`src/rtl/commit_sel_pkg.sv`:
```
package commit_sel_pkg;

  typedef enum logic [1:0] {
    POL_ROUND  = 2'b00,
    POL_AGE    = 2'b01,
    POL_GREEDY = 2'b10,
    POL_SPARE  = 2'b11
  } policy_e;

  // Strobes passed from control to datapath
  typedef struct packed {
    logic useAge;    // select from the age comparator
    logic rotateEn;  // move the round-robin winner to the back
  } sel_strobe_t;

endpackage

```
`src/rtl/commit_sel_ctrl.sv`:
```
module commit_sel_ctrl
  import commit_sel_pkg::*;
#(
  parameter int NUM_THREADS = 4
) (
  input  logic [1:0]  policy,
  input  logic        rrHit,
  output sel_strobe_t strobes
);

  policy_e polDec;

  always_comb begin
    polDec = policy_e'(policy);
    strobes = '0;
    unique case (polDec)
      POL_AGE, POL_GREEDY: strobes.useAge = 1'b1;   // greedy acts as oldest-ready
      POL_ROUND, POL_SPARE: strobes.useAge = 1'b0;  // spare acts as round-robin
      default:              strobes.useAge = 1'b0;
    endcase
    // the list moves only for a round-robin winner
    strobes.rotateEn = (NUM_THREADS > 1) && !strobes.useAge && rrHit;
  end

endmodule

```
`src/rtl/commit_sel_dpath.sv`:
```
module commit_sel_dpath
  import commit_sel_pkg::*;
#(
  parameter int NUM_THREADS = 4,
  parameter int SEQ_W       = 16,
  parameter int ID_W        = $clog2(NUM_THREADS + 1)
) (
  input  logic                         clk,
  input  logic                         rst_n,
  input  sel_strobe_t                  strobes,
  input  logic [NUM_THREADS-1:0]       thrActive,
  input  logic [NUM_THREADS-1:0]       headValid,
  input  logic [NUM_THREADS-1:0]       headReady,
  input  logic [NUM_THREADS*SEQ_W-1:0] headSeq,
  output logic                         rrHit,
  output logic                         selValid,
  output logic [ID_W-1:0]              selId
);

  localparam logic [ID_W-1:0] NO_THREAD = '1;

  generate
    if (NUM_THREADS == 1) begin : g_single
      // no arbitration
      assign rrHit    = 1'b0;
      assign selValid = thrActive[0];
      assign selId    = thrActive[0] ? '0 : NO_THREAD;
    end else begin : g_multi
      logic [NUM_THREADS-1:0] elig;
      logic [ID_W-1:0] order     [NUM_THREADS];
      logic [ID_W-1:0] nextOrder [NUM_THREADS];
      logic [ID_W-1:0] rrId;
      logic [ID_W-1:0] rrPos;
      logic            ageHit;
      logic [ID_W-1:0] ageId;
      logic [SEQ_W-1:0] ageSeq;

      assign elig = thrActive & headValid & headReady;

      // Round-robin walk from the list front
      always_comb begin
        rrHit = 1'b0;
        rrId  = NO_THREAD;
        rrPos = '0;
        for (int i = 0; i < NUM_THREADS; i++) begin
          for (int t = 0; t < NUM_THREADS; t++) begin
            if (!rrHit && order[i] == ID_W'(t) && elig[t]) begin
              rrHit = 1'b1;
              rrId  = ID_W'(t);
              rrPos = ID_W'(i);
            end
          end
        end
      end

      // Oldest-ready scan: strict less-than keeps the lower index on ties
      always_comb begin
        ageHit = 1'b0;
        ageId  = NO_THREAD;
        ageSeq = '0;
        for (int t = 0; t < NUM_THREADS; t++) begin
          if (elig[t] && (!ageHit || headSeq[t*SEQ_W +: SEQ_W] < ageSeq)) begin
            ageHit = 1'b1;
            ageId  = ID_W'(t);
            ageSeq = headSeq[t*SEQ_W +: SEQ_W];
          end
        end
      end

      // Output mux
      always_comb begin
        if (strobes.useAge) begin
          selValid = ageHit;
          selId    = ageHit ? ageId : NO_THREAD;
        end else begin
          selValid = rrHit;
          selId    = rrHit ? rrId : NO_THREAD;
        end
      end

      // Winner to the back, entries behind it close the gap
      always_comb begin
        for (int i = 0; i < NUM_THREADS - 1; i++) begin
          nextOrder[i] = (ID_W'(i) < rrPos) ? order[i] : order[i+1];
        end
        nextOrder[NUM_THREADS-1] = rrId;
      end

      always_ff @(posedge clk) begin
        if (!rst_n) begin
          for (int i = 0; i < NUM_THREADS; i++) order[i] <= ID_W'(i);
        end else if (strobes.rotateEn) begin
          for (int i = 0; i < NUM_THREADS; i++) order[i] <= nextOrder[i];
        end
      end
    end
  endgenerate

endmodule

```
`src/rtl/commit_sel.sv`:
```
module commit_sel
  import commit_sel_pkg::*;
#(
  parameter int NUM_THREADS = 4,
  parameter int SEQ_W       = 16,
  localparam int ID_W       = $clog2(NUM_THREADS + 1)
) (
  input  logic                         clk,
  input  logic                         rst_n,
  input  logic [1:0]                   policy,
  input  logic [NUM_THREADS-1:0]       thrActive,
  input  logic [NUM_THREADS-1:0]       headValid,
  input  logic [NUM_THREADS-1:0]       headReady,
  input  logic [NUM_THREADS*SEQ_W-1:0] headSeq,
  output logic                         selValid,
  output logic [ID_W-1:0]              selId
);

  sel_strobe_t strobes;
  logic        rrHit;

  commit_sel_ctrl #(.NUM_THREADS(NUM_THREADS)) u_ctrl (
    .policy  (policy),
    .rrHit   (rrHit),
    .strobes (strobes)
  );

  commit_sel_dpath #(
    .NUM_THREADS (NUM_THREADS),
    .SEQ_W       (SEQ_W),
    .ID_W        (ID_W)
  ) u_dpath (
    .clk       (clk),
    .rst_n     (rst_n),
    .strobes   (strobes),
    .thrActive (thrActive),
    .headValid (headValid),
    .headReady (headReady),
    .headSeq   (headSeq),
    .rrHit     (rrHit),
    .selValid  (selValid),
    .selId     (selId)
  );

endmodule

```
`config.mk`:
```
export PLATFORM = sky130hd
export DESIGN_NAME = commit_sel
export DESIGN_NICKNAME = d
export VERILOG_FILES = /design/src/rtl/commit_sel_pkg.sv /design/src/rtl/commit_sel_ctrl.sv /design/src/rtl/commit_sel_dpath.sv /design/src/rtl/commit_sel.sv
export SDC_FILE = /design/constraint.sdc
export NUM_CORES = 1
export LEC_CHECK = 0
export BUFFER_PORTS_ARGS = -buffer_cell sky130_fd_sc_hd__buf_2
export CAP_MARGIN = 20
export CORE_ASPECT_RATIO = 0.8
export CORE_MARGIN = 1.5
export CORE_UTILIZATION = 52
export DETAILED_ROUTE_END_ITERATION = 8
export PLACE_DENSITY_LB_ADDON = 0.3
export SLEW_MARGIN = 20
export SYNTH_ARGS = -nofsm -noshare
export SYNTH_HDL_FRONTEND = slang
export SYNTH_SLANG_ARGS = --single-unit
export TNS_END_PERCENT = 1
```
`constraint.sdc`:
```
create_clock -name clk -period 7.8 [get_ports clk]
set_input_delay 0 -clock clk [delete_from_list [all_inputs] [get_ports clk]]
set_output_delay 0 -clock clk [all_outputs]
set_load 0.005 [all_outputs]
```
==> flow_metrics.py, run 1 <==
metrics = {
    "clock_tree": {
        "holdBufCountCts": 0,
        "clk_pin_slew_ns": 0.05,
        "clockBufferDepth": 2,
        "cts_resized": 0,
        "clk_latency_ns": 0.24,
        "cts_setup_buffers": 0,
        "htree_levels": 1,
        "numClockSinks": 12,
        "clockRootBuffer": "clkbuf_8",
        "cts-buffers-inserted": 3,
        "cts_tree": "built",
    },
    "detailed_routing": {
        "ant_nets": 0,
        "wire_per_inst_um": 14.7,
        "num_vias": 2673,
        "drc": 0,
        "routed_wl_um": 6610,
        "first_pass_iters": 5,
        "drt_iter0_drc": 202,
        "viasPerCell": 5.94,
    },
    "yosys": {
        "synth_edf_count": 12,
        "synthXorXnorAreaFrac_pct": 0.730,
        "yosys_register_bits": 12,
        "syn_area_per_cell_um2": 7.60,
        "synthesis.area_mm2": 0.00240,
        "synth_adder_area_share_pct": 23.4,
        "synth_top_family_by_area": "compound AO/OA/AOI/OAI gates",
        "ys_seq_area_share_pct": 15.0,
        "synthTopCellsByCount": "ha_1, nand2_1, a21oi_1",
        "yosys-top-cells-area": "ha_1, edfxtp_1, a21oi_1, nand2_1, o21ai_2",
        "muxShareOfSynthArea_pct": 1.25,
        "netlist_instances": 316,
        "yosys.area.top_type": "ha_1",
        "synthFlopType": "edfxtp_1",
        "ys_types": 55,
        "yosys_warnings": 0,
        "async_flop_share_pct": 0,
        "synth_top_area_share_pct": 23.4,
        "synth-compound-area-share_pct": 28.9,
        "yosys.area_share.simple_pct": 26.8,
        "syn_nets": 441,
    },
    "sta": {
        "finalWorstSetupSlack_ns": 0.888,
        "relSlewSlack_pct": 32.5,
        "max_freq_mhz": 145,
        "tightest_slew_ns": 1.01,
        "setup_viol": 0,
        "min_period_ns": 6.91,
        "period_share_pct": 88.6,
        "tns_ns": 0,
        "skew_ns": 0.00279,
        "rsz0062_at_grt": "no",
        "maxSlewViolCount": 0,
        "hold_violations": 0,
    },
    "global_route": {
        "grt_pass1_wl_um": 10700,
        "grt_remaining_overflow": 0,
        "track_usage_pct": 26.3,
        "grt_max_degree": 33,
        "grt_pass1_vias": 2381,
        "antenna_found_initial": 0,
    },
    "power": {
        "powerDensity_mw_per_mm2": 94.3,
        "ir_drop_mv": 0.0745,
        "power.leakage_nw": 1.35,
    },
    "place": {
        "post-place-ws_ns": 0.971,
        "dpl.hpwl_um": 5670,
        "gp_congestion": 0.904,
        "port-buffer-count": 83,
        "dp_cells": 447,
    },
    "run_status": {
        "status": "completed",
    },
    "layout": {
        "largest_reg_flops": 12,
        "final_cells": 450,
        "multiInputGateArea_mm2": 0.00197,
        "diodes": 0,
        "top_register": "u_dpath.g_multi.order",
        "seq_area_um2": 360,
        "syn_to_final_growth_pct": 20.5,
        "layout.nets": 520,
        "reg_top3": "u_dpath.g_multi.order x12",
        "drive_above_1_share_pct": 28.5,
        "nFillCells": 388,
    },
    "floorplan": {
        "start_util_pct": 55.7,
        "die_w_um": 79.0,
        "core_mm2": 0.00431,
        "fp-row-count": 21,
        "die_height_um": 63.8,
        "dieArea_mm2": 0.00504,
        "io_pins": 84,
    },
    "setup_path": {
        "start_kind": "primary input",
        "required_ns": 7.80,
        "slowest_delay_ns": 0.65,
        "endpoint_kind": "output pin",
        "cp_slowest_cell": "and3_1",
        "critPathMaxFanout": 32,
        "crit_type": "in2out",
        "critical-path-top-delay-family": "compound AO/OA/AOI/OAI gates",
        "critPathArrivalTime_ns": 6.91,
        "path_buf_inv": 2,
        "crit_top_cell": "nand2_1",
    },
    "worst_hold_path": {
        "min-delay-path-class": "in2reg",
    },
    "run": {
        "maxCapViolations": 0,
    },
}
-- routing by layer --
layer	routed length, um	GRT usage (%)
met2	2890	42.0
met5	0	0
met3	619	4.43
met1	3060	38.4
met4	39	2.85
-- layout make-up --
class / count / area share [%]
tap: 57 / 2.47
multi-input combinational: 287 / 68.1
inverter: 7 / 0.908
timing repair buffer: 84 / 14.6
clock buffer: 3 / 1.43
sequential: 12 / 12.5
-- worst paths after layout --
path / slack (ns) / start / depth (start not counted) / end
worst min register to register: 0.63 / u_dpath.g_multi.order[3][1] / 1 / u_dpath.g_multi.order[2][1]
worst max register to register: 5.44 / u_dpath.g_multi.order[1][1] / 8 / u_dpath.g_multi.order[3][0]
worst min-delay path: 0.13 / rst_n / 2 / u_dpath.g_multi.order[3][1]
worst max-delay path: 0.89 / headReady[0] / 28 / selId[1]
-- where the power goes --
group | total [W] | internal, W | switching (W)
sequential | 0.0000807 | 0.0000760 | 0.00000462
combinational | 0.000136 | 0.0000606 | 0.0000757
clock | 0.0000559 | 0.0000340 | 0.0000219
total | 0.000273 | 0.000171 | 0.000102
-- kinds of logic (layout without fill, tap and decap cells) --
logic type	count (synthesis)	after routing
other	1	1
AOI/OAI and AO/OA	106	106
DFF	12	12
and+or+nand+nor	130	130
adders and majority gates	45	45
muxes	3	3
xor gates and xnor gates	2	2
buffers and inverters	17	94
-- metrics by stage --
step	power (W)	hold WS (ns)	area [um2]	utilization (%)
3_5_place_dp	0.000216	0.365	2850	66.2
4_1_cts	0.000272	0.121	2890	67.1
3_3_place_gp	0.000211	0.354	2850	66.2
5_1_grt	0.000296	0.146	2890	67.1
2_1_floorplan	0.000165	0.229	2400	-
6_report	0.000273	0.126	2890	67.1
-- layout by cell type, fill, tap and decap left out, types with 4 or more instances in the layout --
| master | synthesis | layout |
|---|---|---|
| buf_2 | 1 | 83 |
| o21ai_0 | 18 | 18 |
| edfxtp_1 | 12 | 12 |
| inv_1 | 7 | 7 |
| nand2_1 | 45 | 45 |
| nor2_1 | 29 | 29 |
| and3_1 | 14 | 14 |
| nand3_1 | 4 | 4 |
| o21ai_2 | 15 | 15 |
| a21o_1 | 4 | 4 |
| nand4_1 | 5 | 5 |
| a21oi_1 | 35 | 34 |
| ha_1 | 45 | 45 |
| nor3_1 | 8 | 8 |
| nand2_2 | 4 | 4 |
| o21a_1 | 6 | 6 |
| or3_1 | 4 | 4 |
(Power assumes the default switching activity.)
==> run 2: changes to the inputs <==
RECOVER_POWER = 25   (was unset)
==> flow_metrics.py, run 2 (synthesized netlist as in run 1, its figures left out) <==
metrics = {
    "clock_tree": {
        "clk_latency_ns": 0.24,
        "cts-buffers-inserted": 3,
        "htree_levels": 1,
        "cts_tree": "built",
        "clockRootBuffer": "clkbuf_8",
        "clk_pin_slew_ns": 0.05,
        "holdBufCountCts": 0,
        "cts_resized": 0,
        "clockBufferDepth": 2,
        "cts_setup_buffers": 0,
        "numClockSinks": 12,
    },
    "global_route": {
        "grt_remaining_overflow": 0,
        "met3_usage_pct": 4.43,
        "grt_max_degree": 33,
        "grt_pass1_wl_um": 10700,
        "use_met1_pct": 38.4,
        "busiest_layer": "met2",
        "track_usage_pct": 26.3,
        "antenna_found_initial": 0,
        "grt_pass1_vias": 2381,
        "use_met2_pct": 42.0,
    },
    "sta": {
        "skew_ns": 0.00223,
        "relSlewSlack_pct": 32.6,
        "min_period_ns": 6.93,
        "period_share_pct": 88.8,
        "maxSlewViolCount": 0,
        "max_freq_mhz": 144,
        "setup_viol": 0,
        "tns_ns": 0,
        "tightest_slew_ns": 1.01,
        "rsz0062_at_grt": "no",
        "finalWorstSetupSlack_ns": 0.871,
        "hold_violations": 0,
    },
    "floorplan": {
        "die_w_um": 79.0,
        "start_util_pct": 55.7,
        "die_height_um": 63.8,
        "io_pins": 84,
        "core_mm2": 0.00431,
        "fp-row-count": 21,
        "dieArea_mm2": 0.00504,
    },
    "detailed_routing": {
        "drc": 0,
        "viasPerCell": 5.95,
        "drt_iter0_drc": 207,
        "first_pass_iters": 5,
        "num_vias": 2676,
        "routed_wl_um": 6590,
        "wire_per_inst_um": 14.7,
        "ant_nets": 0,
    },
    "setup_path": {
        "ff2ff_setup_slack_ns": 5.40,
        "crit_top_cell": "nand2_1",
        "reg2reg_from": "u_dpath.g_multi.order[1][0]",
        "slowest_delay_ns": 0.65,
        "r2r_cells": 6,
        "endpoint_kind": "output pin",
        "critical-path-top-delay-family": "compound AO/OA/AOI/OAI gates",
        "cp_slowest_cell": "and3_1",
        "cp.depth": 28,
        "critPathMaxFanout": 32,
        "endpoint": "selId[1]",
        "required_ns": 7.80,
        "reg2reg_to": "u_dpath.g_multi.order[2][1]",
        "start_kind": "primary input",
        "critPathArrivalTime_ns": 6.93,
        "setup.worst_path.start": "thrActive[0]",
        "path_buf_inv": 2,
        "crit_type": "in2out",
    },
    "layout": {
        "layout_commonest_cell": "buf_2",
        "largest_reg_flops": 12,
        "drive_above_1_share_pct": 28.2,
        "layout.nets": 520,
        "syn_to_final_growth_pct": 20.4,
        "diodes": 0,
        "reg_top3": "u_dpath.g_multi.order x12",
        "top_register": "u_dpath.g_multi.order",
        "final_cell_mix": "buf_2, nand2_1, ha_1",
    },
    "power": {
        "swShare_pct": 37.3,
        "power.leakage_nw": 1.35,
        "clock_power_share_pct": 20.4,
        "powerDensity_mw_per_mm2": 94.0,
        "p_comb_share_pct": 50.0,
        "p_sw_w": 0.000102,
        "ir_drop_mv": 0.0745,
        "seqPwrFrac_pct": 29.7,
        "intPower_w": 0.000170,
    },
    "worst_hold_path": {
        "min-delay-path-class": "in2reg",
    },
    "place": {
        "post-place-ws_ns": 0.971,
        "port-buffer-count": 83,
        "dpl.hpwl_um": 5670,
        "gp_congestion": 0.904,
    },
    "run": {
        "maxCapViolations": 0,
    },
    "run_status": {
        "status": "completed",
    },
}
## run 2: area by class of cell
class / count / area (um2)
fillers: 389 / 1420
repair buffers: 84 / 422
well taps: 57 / 71.3
inverters: 7 / 26.3
flip-flops and latches: 12 / 360
clock buffers: 3 / 41.3
multi-input cells: 287 / 1970
## run 2: worst min path at each step
stage / from / endpoint / slack [ns] / depth (start not counted)
detailed placement: rst_n / u_dpath.g_multi.order[3][1] / 0.37 / 2
global route: rst_n / u_dpath.g_multi.order[3][1] / 0.15 / 2
global placement: rst_n / u_dpath.g_multi.order[3][1] / 0.35 / 2
finish: rst_n / u_dpath.g_multi.order[3][1] / 0.13 / 2
CTS: rst_n / u_dpath.g_multi.order[3][1] / 0.12 / 2
floorplan: rst_n / u_dpath.g_multi.order[1][1] / 0.23 / 1
## run 2: layer usage
metal	share of wire, %	routed length [um]
met1	46	3040
met2	44	2880
met3	9.4	619
met4	0.85	56
met5	0	0
## run 2: worst reg2reg max path, stage by stage, from the launching register on
cell      delay [ns]
edfxtp_1        0.51
mux2i_1         0.19
o311ai_0        0.62
nor3_1          0.17
o31ai_1         0.15
o21ai_1         0.18
or3_1           0.33
## run 2: through the flow
step                      hold WS [ns]  power (W)  instance area (um2)  util, %  cells
after floorplan                  0.229   0.000165                 2400        -    316
after global placement           0.354   0.000211                 2850     66.2    447
after detailed placement         0.365   0.000216                 2850     66.2    447
after CTS                        0.121   0.000272                 2890     67.1    450
after global routing             0.146   0.000296                 2890     67.1    450
final                            0.125   0.000272                 2890     67.1    450
## run 2: power groups by stage
stage / clock network (W) / logic [W] / registers, W
after global placement: 0 / 0.000130 / 0.0000815
after detailed placement: 0 / 0.000134 / 0.0000817
final: 0.0000554 / 0.000136 / 0.0000806
after CTS: 0.0000561 / 0.000135 / 0.0000806
after floorplan: 0 / 0.0000850 / 0.0000800
after global routing: 0.0000597 / 0.000155 / 0.0000812
==> run 3: changes to the inputs <==
ABC_AREA = 1   (was unset)
CELL_PAD_IN_SITES_DETAIL_PLACEMENT = 0   (was unset)
CELL_PAD_IN_SITES_GLOBAL_PLACEMENT = 1   (was unset)
CORE_UTILIZATION = 35   (was 52)
==> flow_metrics.py, run 3 <==
metrics = {
    "run_status": {
        "status": "completed",
    },
    "global_route": {
        "antenna_found_initial": 0,
        "grt_pass1_vias": 2499,
        "grt_max_degree": 35,
        "grt_pass1_wl_um": 11300,
        "track_usage_pct": 18.0,
        "grt_remaining_overflow": 0,
    },
    "power": {
        "swShare_pct": 37.6,
        "seqPwrFrac_pct": 30.0,
        "p_comb_share_pct": 49.8,
        "intPower_w": 0.000165,
        "clock_power_share_pct": 20.2,
        "p_sw_w": 0.0000991,
        "powerDensity_mw_per_mm2": 88.9,
        "power.leakage_nw": 1.62,
        "ir_drop_mv": 0.0469,
    },
    "yosys": {
        "synthFlopType": "edfxtp_1",
        "synthesis.area_mm2": 0.00245,
        "syn_area_per_cell_um2": 6.25,
        "async_flop_share_pct": 0,
        "syn_nets": 518,
        "yosys-top-cells-area": "ha_1, nand2_1, edfxtp_1, nand3_1, inv_1",
        "synthTopCellsByCount": "nand2_1, ha_1, inv_1",
        "yosys.area.top_type": "ha_1",
        "ys_types": 30,
        "netlist_instances": 393,
        "synth.most_common_cell": "nand2_1",
        "yosys_warnings": 0,
        "synth_top_area_share_pct": 22.9,
        "yosys_register_bits": 12,
        "ys_seq_area_share_pct": 14.7,
        "synth_edf_count": 12,
    },
    "clock_tree": {
        "cts_tree": "built",
        "clockBufferDepth": 2,
        "htree_levels": 1,
        "clk_pin_slew_ns": 0.05,
        "numClockSinks": 12,
        "holdBufCountCts": 0,
        "cts_resized": 0,
        "clockRootBuffer": "clkbuf_8",
        "cts_setup_buffers": 0,
        "cts-buffers-inserted": 3,
        "clk_latency_ns": 0.23,
    },
    "setup_path": {
        "endpoint_kind": "output pin",
        "start_kind": "primary input",
        "slowest_delay_ns": 0.56,
        "crit_top_cell": "nand2_1",
        "critPathMaxFanout": 34,
        "cp_slowest_cell": "nor2_4",
        "critPathArrivalTime_ns": 6.54,
        "required_ns": 7.80,
        "crit_type": "in2out",
    },
    "detailed_routing": {
        "drt_iter0_drc": 110,
        "first_pass_iters": 4,
        "routed_wl_um": 6660,
        "num_vias": 2702,
        "drc": 0,
        "wire_per_inst_um": 12.0,
        "viasPerCell": 4.86,
        "ant_nets": 0,
    },
    "sta": {
        "period_share_pct": 83.9,
        "relSlewSlack_pct": 44.9,
        "max_freq_mhz": 153,
        "tns_ns": 0,
        "rsz0062_at_grt": "no",
        "maxSlewViolCount": 0,
        "tightest_slew_ns": 0.825,
        "skew_ns": 0.000836,
        "min_period_ns": 6.54,
        "setup_viol": 0,
        "hold_violations": 0,
    },
    "layout": {
        "syn_to_final_growth_pct": 20.9,
        "finish.utilization_pct": 43.5,
        "diodes": 0,
        "top_register": "u_dpath.g_multi.order",
        "drive_above_1_share_pct": 22.0,
        "nFillCells": 777,
        "layout_commonest_cell": "nand2_1",
        "layout.nets": 596,
        "final_cell_mix": "nand2_1, buf_2, ha_1",
        "largest_reg_flops": 12,
        "reg_top3": "u_dpath.g_multi.order x12",
    },
    "floorplan": {
        "io_pins": 84,
        "die_w_um": 96.6,
        "die_height_um": 77.9,
        "core_mm2": 0.00682,
        "dieArea_mm2": 0.00753,
        "fp-row-count": 27,
        "start_util_pct": 36.0,
    },
    "place": {
        "gp_congestion": 0.839,
        "dpl.hpwl_um": 5840,
        "port-buffer-count": 83,
    },
    "worst_hold_path": {
        "min-delay-path-class": "in2reg",
    },
    "run": {
        "maxCapViolations": 0,
    },
}
==> run 3: stage by stage <==
| step | worst slack [ns] | instance area, um2 | power, W | std cells | hold WS (ns) |
|---|---|---|---|---|---|
| final | 1.26 | 2970 | 0.000264 | 556 | 0.0812 |
| after global routing | 0.475 | 2970 | 0.000292 | 556 | 0.0929 |
| after CTS | 1.27 | 2980 | 0.000267 | 556 | 0.0773 |
| after detailed placement | 1.29 | 2940 | 0.000213 | 553 | 0.320 |
| after global placement | 1.46 | 2940 | 0.000211 | 553 | 0.314 |
| after floorplan | 2.84 | 2450 | 0.000165 | 393 | 0.144 |
==> run 3: path summary, 6_finish.rpt <==
kind	start	end	slack (ns)	depth (start not counted)
setup / recovery	thrActive[0]	selId[1]	1.26	32
hold / removal	rst_n	u_dpath.g_multi.order[3][1]	0.08	2
setup reg to reg	u_dpath.g_multi.order[0][2]	u_dpath.g_multi.order[0][2]	3.66	28
hold reg to reg	u_dpath.g_multi.order[2][0]	u_dpath.g_multi.order[1][0]	0.60	1
==> run 3: cell type report <==
class	instances	area (um2)	share of cell area, %
multi-input combinational	321	1850	62.5
sequential	12	360	12.1
timing repair buffer	83	415	14.0
inverter	50	188	6.32
clock buffer	3	41.3	1.39
tap	87	109	3.67
==> run 3: kinds of logic after synthesis <==
logic type | Yosys count | share of synthesized area (%)
flops | 12 | 14.7
buf+inv | 60 | 9.17
fa+ha+maj | 45 | 22.9
compound gates | 58 | 13.3
simple gates | 216 | 39.4
xor+xnor | 1 | 0.357
other cells | 1 | 0.153
==> run 3: layer usage <==
layer  wire [um]  global-route usage (%)
met1        3820                    28.8
met2        2470                    26.6
met3         364                    2.25
met4           0                   0.435
met5           0                       0
==> run 3: power groups by stage <==
stage,Sequential (W),Clock [W],Combinational (W)
6_report,0.0000792,0.0000533,0.000131
5_1_grt,0.0000796,0.0000589,0.000153
4_1_cts,0.0000793,0.0000553,0.000133
3_5_place_dp,0.0000804,0,0.000132
3_3_place_gp,0.0000803,0,0.000131
2_1_floorplan,0.0000797,0,0.0000849
==> run 3: worst max-delay path, delay by kind of cell <==
| family | cells | cell delay, ns |
|---|---|---|
| AO/OA/AOI/OAI | 10 | 2.54 |
| buffers and inverters | 2 | 0.22 |
| AND/OR/NAND/NOR | 17 | 2.79 |
| adder cells (fa/ha/maj) | 3 | 0.97 |
